[config.mk]
export PLATFORM = sky130hd
export DESIGN_NAME = hs_wb_bridge
export DESIGN_NICKNAME = d
export VERILOG_FILES = /design/src/rtl/hswb_pkg.sv /design/src/rtl/hswb_ctrl.sv /design/src/rtl/hswb_rdcap.sv /design/src/rtl/hs_wb_bridge.sv
export SDC_FILE = /design/constraint.sdc
export NUM_CORES = 1
export LEC_CHECK = 0
export BUFFER_PORTS_ARGS = -buffer_cell sky130_fd_sc_hd__clkbuf_2
export CORE_MARGIN = 4
export CORE_UTILIZATION = 47
export DETAILED_ROUTE_END_ITERATION = 10
export PLACE_DENSITY = 0.82
export SETUP_SLACK_MARGIN = 0.15
export SKIP_CTS_REPAIR_TIMING = 1
export SYNTH_ARGS = -nofsm -noshare
export SYNTH_HDL_FRONTEND = slang
export SYNTH_HIERARCHICAL = 1
export SYNTH_SLANG_ARGS = --single-unit
[constraint.sdc]
create_clock -name clk -period 3.2 [get_ports clk]
set_input_delay 0.16 -clock clk [delete_from_list [all_inputs] [get_ports clk]]
set_output_delay 0.16 -clock clk [all_outputs]
set_load 0.01 [all_outputs]
[src/rtl/hswb_pkg.sv]
package hswb_pkg;
   typedef enum logic [1:0] {
      ST_IDLE = 2'd0,
      ST_BUS  = 2'd1,
      ST_DONE = 2'd2
   } hswb_state_e;
endpackage

[src/rtl/hswb_ctrl.sv]
module hswb_ctrl
   import hswb_pkg::*;
#(
   parameter int unsigned ADDR_W   = 3,
   parameter int unsigned DATA_W   = 8,
   parameter bit          WR_LEVEL = 1'b1
) (
   input  logic              clk,
   input  logic              rst,
   input  logic              ready,
   input  logic              cmd,
   input  logic [ADDR_W-1:0] addr,
   input  logic [DATA_W-1:0] wdata,
   input  logic              ack,
   output logic              cyc,
   output logic              we,
   output logic [ADDR_W-1:0] adr,
   output logic [DATA_W-1:0] dat,
   output logic              done,
   output logic              cap_en
);
   hswb_state_e       state_q;
   logic              we_q;
   logic [ADDR_W-1:0] adr_q;
   logic [DATA_W-1:0] dat_q;
   logic              is_write;

   assign is_write = (cmd == WR_LEVEL);

   always_ff @(posedge clk) begin
      if (rst) begin
         state_q <= ST_IDLE;
         we_q    <= 1'b0;
         adr_q   <= '0;
         dat_q   <= '0;
      end else begin
         unique case (state_q)
            ST_IDLE: if (ready) begin
               state_q <= ST_BUS;
               we_q    <= is_write;
               adr_q   <= addr;
               dat_q   <= wdata;
            end
            ST_BUS:  if (ack) state_q <= ST_DONE;
            ST_DONE: if (!ready) state_q <= ST_IDLE;
            default: state_q <= ST_IDLE;
         endcase
      end
   end

   assign cyc    = (state_q == ST_BUS);
   assign we     = cyc & we_q;
   assign adr    = adr_q;
   assign dat    = dat_q;
   assign done   = (state_q == ST_DONE);
   assign cap_en = cyc & ack & ~we_q;


   ack_closes_chk: assert property (@(posedge clk) disable iff (rst)
      (cyc && ack) |=> (!cyc && !we && done));

   stall_holds_chk: assert property (@(posedge clk) disable iff (rst)
      (cyc && !ack) |=> cyc);

   fields_stable_chk: assert property (@(posedge clk) disable iff (rst)
      (cyc && !ack) |=> ($stable(adr) && $stable(dat) && $stable(we)));

   done_hold_chk: assert property (@(posedge clk) disable iff (rst)
      (done && ready) |=> done);

   no_rearm_chk: assert property (@(posedge clk) disable iff (rst)
      done |-> !cyc);
endmodule

[src/rtl/hswb_rdcap.sv]
module hswb_rdcap #(
   parameter int unsigned DATA_W = 8
) (
   input  logic              clk,
   input  logic              rst,
   input  logic              cap_en,
   input  logic [DATA_W-1:0] din,
   output logic [DATA_W-1:0] q
);
   always_ff @(posedge clk) begin
      if (rst)         q <= '0;
      else if (cap_en) q <= din;
   end
endmodule

[src/rtl/hs_wb_bridge.sv]
module hs_wb_bridge #(
   parameter int unsigned ADDR_W   = 3,
   parameter int unsigned DATA_W   = 8,
   parameter bit          WR_LEVEL = 1'b1
) (
   input  logic              clk,
   input  logic              rst,
   input  logic              req_cmd,
   input  logic [ADDR_W-1:0] req_addr,
   input  logic [DATA_W-1:0] req_wdata,
   input  logic              req_ready,
   output logic [DATA_W-1:0] req_rdata,
   output logic              req_done,
   output logic              wb_cyc_o,
   output logic              wb_stb_o,
   output logic              wb_we_o,
   output logic [ADDR_W-1:0] wb_adr_o,
   output logic [DATA_W-1:0] wb_dat_o,
   input  logic [DATA_W-1:0] wb_dat_i,
   input  logic              wb_ack_i
);
   localparam int unsigned MAX_W = 64;

   generate
      if (ADDR_W < 1 || ADDR_W > MAX_W) begin : g_bad_addr
         $error("hs_wb_bridge: ADDR_W out of range");
      end
      if (DATA_W < 1 || DATA_W > MAX_W) begin : g_bad_data
         $error("hs_wb_bridge: DATA_W out of range");
      end
   endgenerate

   logic cyc_w;
   logic cap_en;

   hswb_ctrl #(
      .ADDR_W   (ADDR_W),
      .DATA_W   (DATA_W),
      .WR_LEVEL (WR_LEVEL)
   ) u_ctrl (
      .clk    (clk),
      .rst    (rst),
      .ready  (req_ready),
      .cmd    (req_cmd),
      .addr   (req_addr),
      .wdata  (req_wdata),
      .ack    (wb_ack_i),
      .cyc    (cyc_w),
      .we     (wb_we_o),
      .adr    (wb_adr_o),
      .dat    (wb_dat_o),
      .done   (req_done),
      .cap_en (cap_en)
   );

   hswb_rdcap #(.DATA_W(DATA_W)) u_rdcap (
      .clk    (clk),
      .rst    (rst),
      .cap_en (cap_en),
      .din    (wb_dat_i),
      .q      (req_rdata)
   );

   assign wb_cyc_o = cyc_w;
   assign wb_stb_o = cyc_w;


   start_needs_req_chk: assert property (@(posedge clk) disable iff (rst)
      $rose(wb_cyc_o) |-> $past(req_ready));

   rdata_hold_chk: assert property (@(posedge clk) disable iff (rst)
      !(wb_cyc_o && wb_ack_i && !wb_we_o) |=> $stable(req_rdata));

   rdata_capture_chk: assert property (@(posedge clk) disable iff (rst)
      (wb_cyc_o && wb_ack_i && !wb_we_o) |=> (req_rdata == $past(wb_dat_i)));
endmodule

# Word level (Yosys, flattened, before mapping)
# Cells that the tools add are included.
# Widths: inputs -> output; s select.
# word_totals
reg_bits,22
input_bits,24
# op_classes
eq_ne,5
n_mux,4
bitwise_logic,4
reduce_logical,3
# ops
op,n
$mux 2,3
$ne 2x2->1 const B,3
$pmux 2 s3,1
$and 1x1->1,3
$reduce_and 3->1,1
$eq 2x1->1 const B,1
$eq 2x2->1 const B,1
$logic_not 2->1,1
$reduce_and 2->1,1
$not 1->1,1

# Depth between registers and ports, before layout
# Gate-level depths: netlist of the first run.
# depth
depth_word,3
ltp_mapped,5
mapped_depth_nobuf,4

# Modules after synthesis
# Netlist of the first run, hierarchy kept.
# by_module_without_submodules
module,instances,cells_per_inst,area_per_inst_um2,seq_area_each_um2
hswb_ctrl,1,64,660.6,280.3
hswb_rdcap,1,26,285.3,160.2
hs_wb_bridge,1,1,7.5,0.0

# Worst setup path after synthesis of the first run
# Ideal clock, no wire load.
# synth_path
kind,reg2reg
start,register u_ctrl.state_q[0]
end,register u_rdcap.q[0]
t_arrival_ns,1.183
required_time_ns,3.076
setup_slack_ns,1.893
stages_incl_launch_ff,6
path_buffers,1
period_less_slack_ns,1.307
cell_sequence,dfxtp_1 > and2b_1 > and3b_1 > buf_6 > mux2i_1 > nor2_1
# synth_between
elab_chain_len,3
# synth_rtl
item,line,text
"start, declared",hswb_ctrl.sv:22,hswb_state_e state_q;
"start signal, assigned",hswb_ctrl.sv:32,state_q <= ST_IDLE;
"start signal, assigned",hswb_ctrl.sv:39,state_q <= ST_BUS;
"start signal, assigned",hswb_ctrl.sv:44,ST_BUS: if (ack) state_q <= ST_DONE;
$eq 2x1->1,hswb_ctrl.sv:51,assign cyc = (state_q == ST_BUS);
named net wb_cyc_o,hs_wb_bridge.sv:14,"output logic wb_cyc_o,"
$and 1x1->1 (2 in series),hswb_ctrl.sv:56,assign cap_en = cyc & ack & ~we_q;
named net cap_en,hs_wb_bridge.sv:34,logic cap_en;
"end signal, assigned",hswb_rdcap.sv:12,else if (cap_en) q <= din;
"end, declared",hswb_rdcap.sv:8,output logic [DATA_W-1:0] q
# The timed path passes the listed nets, and every way through them passes these cells.
# A chain may end at the register's enable or synchronous reset.

# Worst setup path after layout of the first run
# layout_path
start,register u_ctrl.state_q[0]
end,register u_rdcap.q[6]
# layout_between
elab_chain_len,3
# layout_rtl
item,line
$eq 2x1->1,hswb_ctrl.sv:51
$and 1x1->1 (2 in series),hswb_ctrl.sv:56
named net cap_en,hs_wb_bridge.sv:34
# The timed path passes the listed nets, and every way through them passes these cells.

==> impl_metrics.json, run 1 <==
{
  "worstMarginPinSlew_ps": 772,
  "clock.fmax_mhz": 636,
  "grt_max_degree": 35,
  "finClkSkew_ps": 5.15,
  "row_count": 16,
  "max-slew-margin-rel_pct": 48.5,
  "synthTopCellsByArea": "dfxtp_1 46%, mux2i_1 21%, nand2b_1 17%",
  "layout-drive-gt1-share_pct": 37.8,
  "critical_path_class": "flip-flop to flip-flop",
  "start_kind": "flip-flop",
  "synth-seq-area-share_pct": 46.2,
  "holdCritPathClass": "input pin to flip-flop",
  "power_leakage_nw": 0.575,
  "place_worst_setup_slack_ps": 1640,
  "clkTransAtPathRegs_ps": 120,
  "grt_setup_unrepaired": "false",
  "ioPinCount": 47,
  "min_period_over_period_pct": 49.2,
  "hpwl_mm": 1.45,
  "status": "completed",
  "die_w_um": 53.0,
  "cts_max_path_buffers": 2,
  "vias_per_cell": 4.74,
  "synthesis.area_um2": 953,
  "maxSlewViolCount": 0,
  "htree_levels": 1,
  "path_max_fanout": 8,
  "tns_ps": 0,
  "clockRootBuffer": "clkbuf_4",
  "layoutNonFillerInstCount": 162,
  "synth-warning-count": 6,
  "syn_avg_cell_area_um2": 10.5,
  "synth_cell_type_count": 17,
  "fill_cells": 187,
  "die_area_um2": 2810,
  "num_vias": 768,
  "firstDrtPassIters": 4,
  "cp.arrival_ps": 1750,
  "gp_congestion": 0.638,
  "hold_viol_final": 0,
  "timing.final.crit_period_ps": 1570,
  "p_per_area_nw_per_um2": 485,
  "grt_pass1_wl_mm": 2.75,
  "grt_use_total_pct": 13.1,
  "area_growth_pct": 28.5,
  "peakVddDrop_mv": 0.304,
  "synth_top_area_share_pct": 46.2,
  "port_buffers": 46,
  "dp.cells": 158,
  "worst_slack_ps": 1630,
  "wl_per_cell_um": 11.3,
  "grt_overflow": 0,
  "clkSinkCount": 22,
  "antenna_left": 0,
  "maxCapViolCount": 0,
  "yosys.area.top_type": "dfxtp_1",
  "numCtsBuffers": 3,
  "setup_viol": 0,
  "cp-end-kind": "flip-flop",
  "drtIter0Drc": 6,
  "cts_tree": "yes",
  "start_util_pct": 49.1,
  "diodes": 0,
  "syn_inst": 91,
  "core_um2": 1940,
  "final_common_cell": "clkbuf_2",
  "nets": 160,
  "synth_seq_cells": 22,
  "drc": 0,
  "grt_pass1_vias": 701,
  "die_h_um": 53.0,
  "final_cell_mix": "46 x clkbuf_2, 26 x nand2b_1, 22 x dfxtp_1, 20 x mux2i_1, 8 x nor2_1",
  "antenna_found_initial": 0,
  "routed_wl_mm": 1.83,
  "clock_latency_ps": 290,
  "required_ps": 3380,
  "syn_nets": 115
}
-- critical path: stages, from the launching register on --
cell	delay, ps
dfxtp_1	470
and2b_1	200
and3b_1	470
mux2i_1	260
nor2_1	50
-- power breakdown --
part,total [W],leakage [nW],switching (W),internal (W)
clock,0.000204,0.0279,0.0000780,0.000126
sequential,0.000301,0.180,0.0000107,0.000290
combinational,0.0000882,0.367,0.0000416,0.0000466
total,0.000594,0.575,0.000130,0.000463
-- registers in the layout (all words and copies together) (netlist names) --
register / flops
u_ctrl/dat: 8
u_ctrl/we_q: 1
u_ctrl/adr: 3
u_rdcap/q: 8
u_ctrl/state_q: 2
-- layout make-up --
class                      count  area, um^2  share of cell area, %
sequential                    22         440                   36.0
clock buffer                   3        22.5                   1.84
clock inverter                 1        30.0                   2.45
multi-input combinational     63         468                   38.2
timing repair buffer          46         230                   18.8
tap                           27        33.8                   2.76
-- kinds of logic (layout without fill, tap and decap cells) --
logic type / count (synthesis) / after routing / share of synthesized area, %
and+or+nand+nor: 41 / 41 / 26.8
muxes: 20 / 20 / 21.0
DFF: 22 / 22 / 46.2
buffers and inverters: 6 / 50 / 4.72
AOI/OAI and AO/OA: 2 / 2 / 1.31
-- metrics by stage --
stage	hold slack [ps]	util [%]	cell area, um^2	total power [W]
2_1_floorplan	307	-	953	0.000364
5_1_grt	88.1	63.1	1220	0.000621
3_5_place_dp	411	60.4	1170	0.000397
4_1_cts	82.8	63.1	1220	0.000602
3_3_place_gp	397	60.4	1170	0.000394
6_report	86.6	63.1	1220	0.000594
-- per-layer routing --
| metal | vias up | global-route usage [%] | wire length (um) |
|---|---|---|---|
| li1 | 383 | - | - |
| met5 | - | 0 | 0 |
| met3 | 0 | 4.51 | 205 |
| met2 | 32 | 24.2 | 886 |
| met1 | 353 | 14.4 | 735 |
| met4 | 0 | 2.55 | 0 |
-- path summary, 6_finish.rpt --
path | start | to | slack [ps] | cells past startpoint
worst max-delay path | u_ctrl/state_q[0] | u_rdcap/q[6] | 1630 | 4
worst min-delay path | req_wdata[3] | u_ctrl/dat[3] | 90 | 3
worst max register to register | u_ctrl/state_q[0] | u_rdcap/q[6] | 1630 | 4
worst min register to register | u_ctrl/dat[4] | u_ctrl/dat[4] | 480 | 2
-- Yosys cell counts --
cell / n
and2b_1: 1
buf_6: 1
nor2b_1: 1
and2_1: 1
buf_8: 1
buf_4: 1
a21oi_1: 1
buf_1: 1
nor2_1: 8
dfxtp_1: 22
nand2b_1: 26
mux2i_1: 20
nor3b_4: 1
a211oi_1: 1
nand3b_1: 2
and3b_1: 1
clkbuf_1: 2
Power figures use the tool's default switching activity.
==> inputs of run 2 (changes only) <==
- CORE_UTILIZATION: 47 -> 40
- PLACE_DENSITY: 0.82 -> 0.74
- clock period: 3.2 -> 1.4 ns (I/O delays scaled with it)
==> run 2 against run 1 <==
Total power is 110% higher. Clock power rose by 63%. Critical endpoint is now u_rdcap/q[1]. Count of clock-buffer cells in the layout up 1. Wire length increased by 2.2%. Die area up 15%. Setup slack lost 1500 ps. Hold slack lost 81 ps. Sequential share of layout area shrank 1.5 points. Largest power group unchanged. Sequential power is 130% higher. Highest routed layer unchanged. Critical path depth grew 1.
==> impl_metrics.json, run 2 (synthesis gave the netlist of run 1 again) <==
{
  "power_leakage_nw": 0.600,
  "clock.fmax_mhz": 792,
  "setup_viol": 0,
  "dp.cells": 163,
  "wl_per_cell_um": 11.1,
  "layoutNonFillerInstCount": 168,
  "grt_overflow": 0,
  "layout-drive-gt1-share_pct": 42.9,
  "antenna_left": 0,
  "tns_ps": 0,
  "status": "completed",
  "clockRootBuffer": "clkbuf_4",
  "area_growth_pct": 34.6,
  "hpwl_mm": 1.47,
  "numCtsBuffers": 3,
  "max-slew-margin-rel_pct": 68.2,
  "cts_max_path_buffers": 2,
  "fill_cells": 217,
  "holdCritPathClass": "input pin to flip-flop",
  "die_w_um": 56.8,
  "p_per_area_nw_per_um2": 974,
  "antenna_found_initial": 0,
  "final_cell_mix": "46 x clkbuf_2, 26 x nand2b_1, 20 x dfxtp_1, 19 x mux2i_1, 8 x nor2_1",
  "drc": 0,
  "row_count": 17,
  "peakVddDrop_mv": 0.647,
  "nets": 165,
  "firstDrtPassIters": 3,
  "worstMarginPinSlew_ps": 477,
  "required_ps": 1570,
  "clock_latency_ps": 290,
  "grt_pass1_vias": 779,
  "grt_pass1_wl_mm": 3.14,
  "finClkSkew_ps": 5.89,
  "gp_congestion": 0.768,
  "maxCapViolCount": 0,
  "port_buffers": 46,
  "maxSlewViolCount": 0,
  "hold_viol_final": 0,
  "die_area_um2": 3230,
  "cp-end-kind": "flip-flop",
  "clkSinkCount": 22,
  "critical_path_class": "flip-flop to flip-flop",
  "timing.final.crit_period_ps": 1260,
  "vias_per_cell": 4.57,
  "grt_max_degree": 35,
  "ioPinCount": 47,
  "core_um2": 2230,
  "diodes": 0,
  "grt_setup_unrepaired": "true",
  "die_h_um": 56.8,
  "fin_area_um2": 1280,
  "cp.arrival_ps": 1440,
  "dpl_cell_area_um2": 1230,
  "routed_wl_mm": 1.87,
  "min_period_over_period_pct": 90.2,
  "path_max_fanout": 8,
  "cts_tree": "yes",
  "start_kind": "flip-flop",
  "htree_levels": 1,
  "final_common_cell": "clkbuf_2",
  "num_vias": 767,
  "start_util_pct": 42.7,
  "grt_use_total_pct": 11.8,
  "clkTransAtPathRegs_ps": 120,
  "drtIter0Drc": 8
}
run 2: per-stage QoR:
stage               total power (W)  hold slack (ps)  utilization (%)  worst slack [ps]
finish                      0.00125             5.83             57.5               137
global route                0.00133             5.44             57.5              64.7
CTS                         0.00127            -2.98             56.8               115
detailed placement         0.000933              317             55.2               131
global placement           0.000925              308             55.2               177
floorplan                  0.000834              217                -               164
run 2: layout make-up:
type	count	area (um^2)	share of cell area, %
clock buffer	4	36.3	2.83
tap	28	35.0	2.73
timing repair buffer	51	295	23.0
multi-input combinational	63	474	36.9
sequential	22	443	34.5
run 2: worst paths after layout:
path,slack [ps],endpoint,start,cells after the start
worst max-delay path,140,u_rdcap/q[1],u_ctrl/state_q[1],5
worst min-delay path,6,u_ctrl/adr[0],req_addr[0],3
worst min register to register,480,u_ctrl/adr[0],u_ctrl/adr[0],2
worst max register to register,140,u_rdcap/q[1],u_ctrl/state_q[1],5
run 2: routing by layer:
| layer | share of wire [%] | routed length (um) | GRT usage (%) |
|---|---|---|---|
| met5 | 0 | 0 | 0 |
| met4 | 0 | 0 | 1.99 |
| met3 | 9.7 | 182 | 2.99 |
| met2 | 43 | 799 | 20.0 |
| met1 | 47 | 886 | 15.2 |
run 2: power breakdown:
| part | switching, W | internal (W) |
|---|---|---|
| Sequential | 0.0000185 | 0.000664 |
| Clock | 0.000173 | 0.000158 |
| Combinational | 0.000107 | 0.000129 |
run 2: worst max-delay path, cell delays in order (launching register included):
cell     delay [ps]
dfxtp_2         330
and2b_2         220
and3b_2         200
buf_12          130
mux2i_1         210
nor2_1           60
==> inputs of run 3 (changes only) <==
- TNS_END_PERCENT: default -> 100
- clock period: 1.4 -> 1.1 ns (I/O delays scaled with it)
==> run 3 against run 2 <==
The run now ends with hold timing, setup timing left. Critical path depth unchanged. Highest routed layer unchanged. Combinational power grew 53%. Critical path type unchanged. Sequential cell count stayed put.
==> impl_metrics.json, run 3 (synthesis gave the netlist of run 1 again) <==
{
  "place_worst_setup_slack_ps": -144,
  "cp_slowest_cell": "dfxtp_2",
  "area_growth_pct": 55.1,
  "clock_latency_ps": 300,
  "setup_viol": 23,
  "drc": 0,
  "grt_overflow": 0,
  "critical_path_depth": 5,
  "start_kind": "flip-flop",
  "antenna_found_initial": 0,
  "grt_pass1_vias": 795,
  "row_count": 17,
  "numCtsBuffers": 3,
  "power_frac_comb_pct": 20.7,
  "gp_congestion": 0.723,
  "port_buffers": 46,
  "vias_per_cell": 4.56,
  "drtIter0Drc": 11,
  "hold_viol_final": 3,
  "htree_levels": 1,
  "worstMarginPinSlew_ps": 508,
  "maxCapViolCount": 0,
  "seq_area_um2": 445,
  "violations": "hold timing, setup timing",
  "critical_path_class": "flip-flop to flip-flop",
  "grt_use_total_pct": 12.7,
  "core_um2": 2230,
  "max-slew-margin-rel_pct": 66.2,
  "maxSlewViolCount": 0,
  "min_period_over_period_pct": 115,
  "holdPathStages": 3,
  "finalPower_w": 0.00175,
  "timing.final.crit_period_ps": 1270,
  "die_w_um": 56.8,
  "clkTransAtPathRegs_ps": 120,
  "cp_cell_sequence": "and2b_2 -> and3b_1 -> buf_12 -> mux2i_2 -> nor2_1",
  "layoutNonFillerInstCount": 185,
  "die_area_um2": 3230,
  "worst_slack_ps": -169,
  "power_leakage_nw": 0.686,
  "fin_hold_ws_ps": -18.1,
  "status": "finished with violations",
  "grt_max_degree": 35,
  "multi_input_area_um2": 480,
  "clockRootBuffer": "clkbuf_4",
  "die_h_um": 56.8,
  "crit_path_max_incr_delay_ps": 340,
  "start_util_pct": 42.7,
  "wl_per_cell_um": 12.2,
  "p_per_area_nw_per_um2": 1180,
  "cp-end-kind": "flip-flop",
  "power.internal_w": 0.00133,
  "layout-drive-gt1-share_pct": 40.1,
  "diodes": 0,
  "fill_cells": 188,
  "antenna_left": 0,
  "nets": 182,
  "switchingPower_w": 0.000418,
  "p_seq_share_pct": 49.7,
  "num_vias": 844,
  "clockPowerShare_pct": 29.6,
  "cts_max_path_buffers": 2,
  "clkSinkCount": 22,
  "cts_tree": "yes",
  "final_cell_mix": "42 x clkbuf_2, 26 x nand2b_1, 20 x dfxtp_1, 19 x mux2i_1, 16 x dlygate4sd3_1",
  "dp.cells": 165,
  "grt_pass1_wl_mm": 3.26,
  "ioPinCount": 47,
  "path_buf_inv": 1,
  "holdCritPathClass": "input pin to flip-flop",
  "firstDrtPassIters": 4,
  "grt_setup_unrepaired": "true",
  "p_sw_share_pct": 23.9,
  "required_ps": 1290,
  "finalCoreUtilization_pct": 66.2,
  "tns_ps": -2500,
  "path_max_fanout": 8,
  "peakVddDrop_mv": 0.825,
  "final_common_cell": "clkbuf_2",
  "critical-path-top-delay-family": "simple AND/OR/NAND/NOR gates",
  "clock.fmax_mhz": 788,
  "finClkSkew_ps": 0.659,
  "routed_wl_mm": 2.25,
  "hpwl_mm": 1.48,
  "cp.arrival_ps": 1460,
  "ff2ff_path_depth": 5
}
run 3: layout make-up:
type | instances | share of cell area, %
multi-input combinational | 63 | 32.5
timing repair buffer | 68 | 31.8
sequential | 22 | 30.1
clock buffer | 4 | 3.21
tap | 28 | 2.37
run 3: worst reg2reg max path: cells and delay by family (launching register included):
| family | cells | cell delay (ps) |
|---|---|---|
| buf+inv | 1 | 140 |
| flops | 1 | 340 |
| mux | 1 | 210 |
| simple gates | 3 | 470 |
run 3: final timing paths:
| kind | start | endpoint | slack [ps] |
|---|---|---|---|
| max | u_ctrl/state_q[1] | u_rdcap/q[7] | -170 |
| min | req_wdata[6] | u_ctrl/dat[6] | -20 |
| max reg2reg | u_ctrl/state_q[1] | u_rdcap/q[7] | -170 |
| min reg2reg | u_ctrl/dat[4] | u_ctrl/dat[4] | 480 |
run 3: per-stage QoR:
stage	instance area, um^2	hold slack, ps
detailed placement	1250	307
global route	1480	-1.54
CTS	1300	-36.2
global placement	1250	291
floorplan	960	201
finish	1480	-18.1
run 3: power by group through the flow:
stage | registers, W | clock network, W | logic, W
6_report | 0.000869 | 0.000518 | 0.000362
5_1_grt | 0.000876 | 0.000581 | 0.000395
4_1_cts | 0.000870 | 0.000543 | 0.000310
3_5_place_dp | 0.000887 | 0 | 0.000308
3_3_place_gp | 0.000885 | 0 | 0.000300
2_1_floorplan | 0.000910 | 0 | 0.000152
run 3: per-layer routing:
metal  vias to the layer above  track usage, %  wire [um]  share of wire [%]
met5                         -               0          0                  0
met4                         0            4.97          0                  0
met3                         0            4.83        183                8.1
met2                        34            23.3       1180                 52
met1                       380            12.8        888                 39
li1                        430               -          -                  -
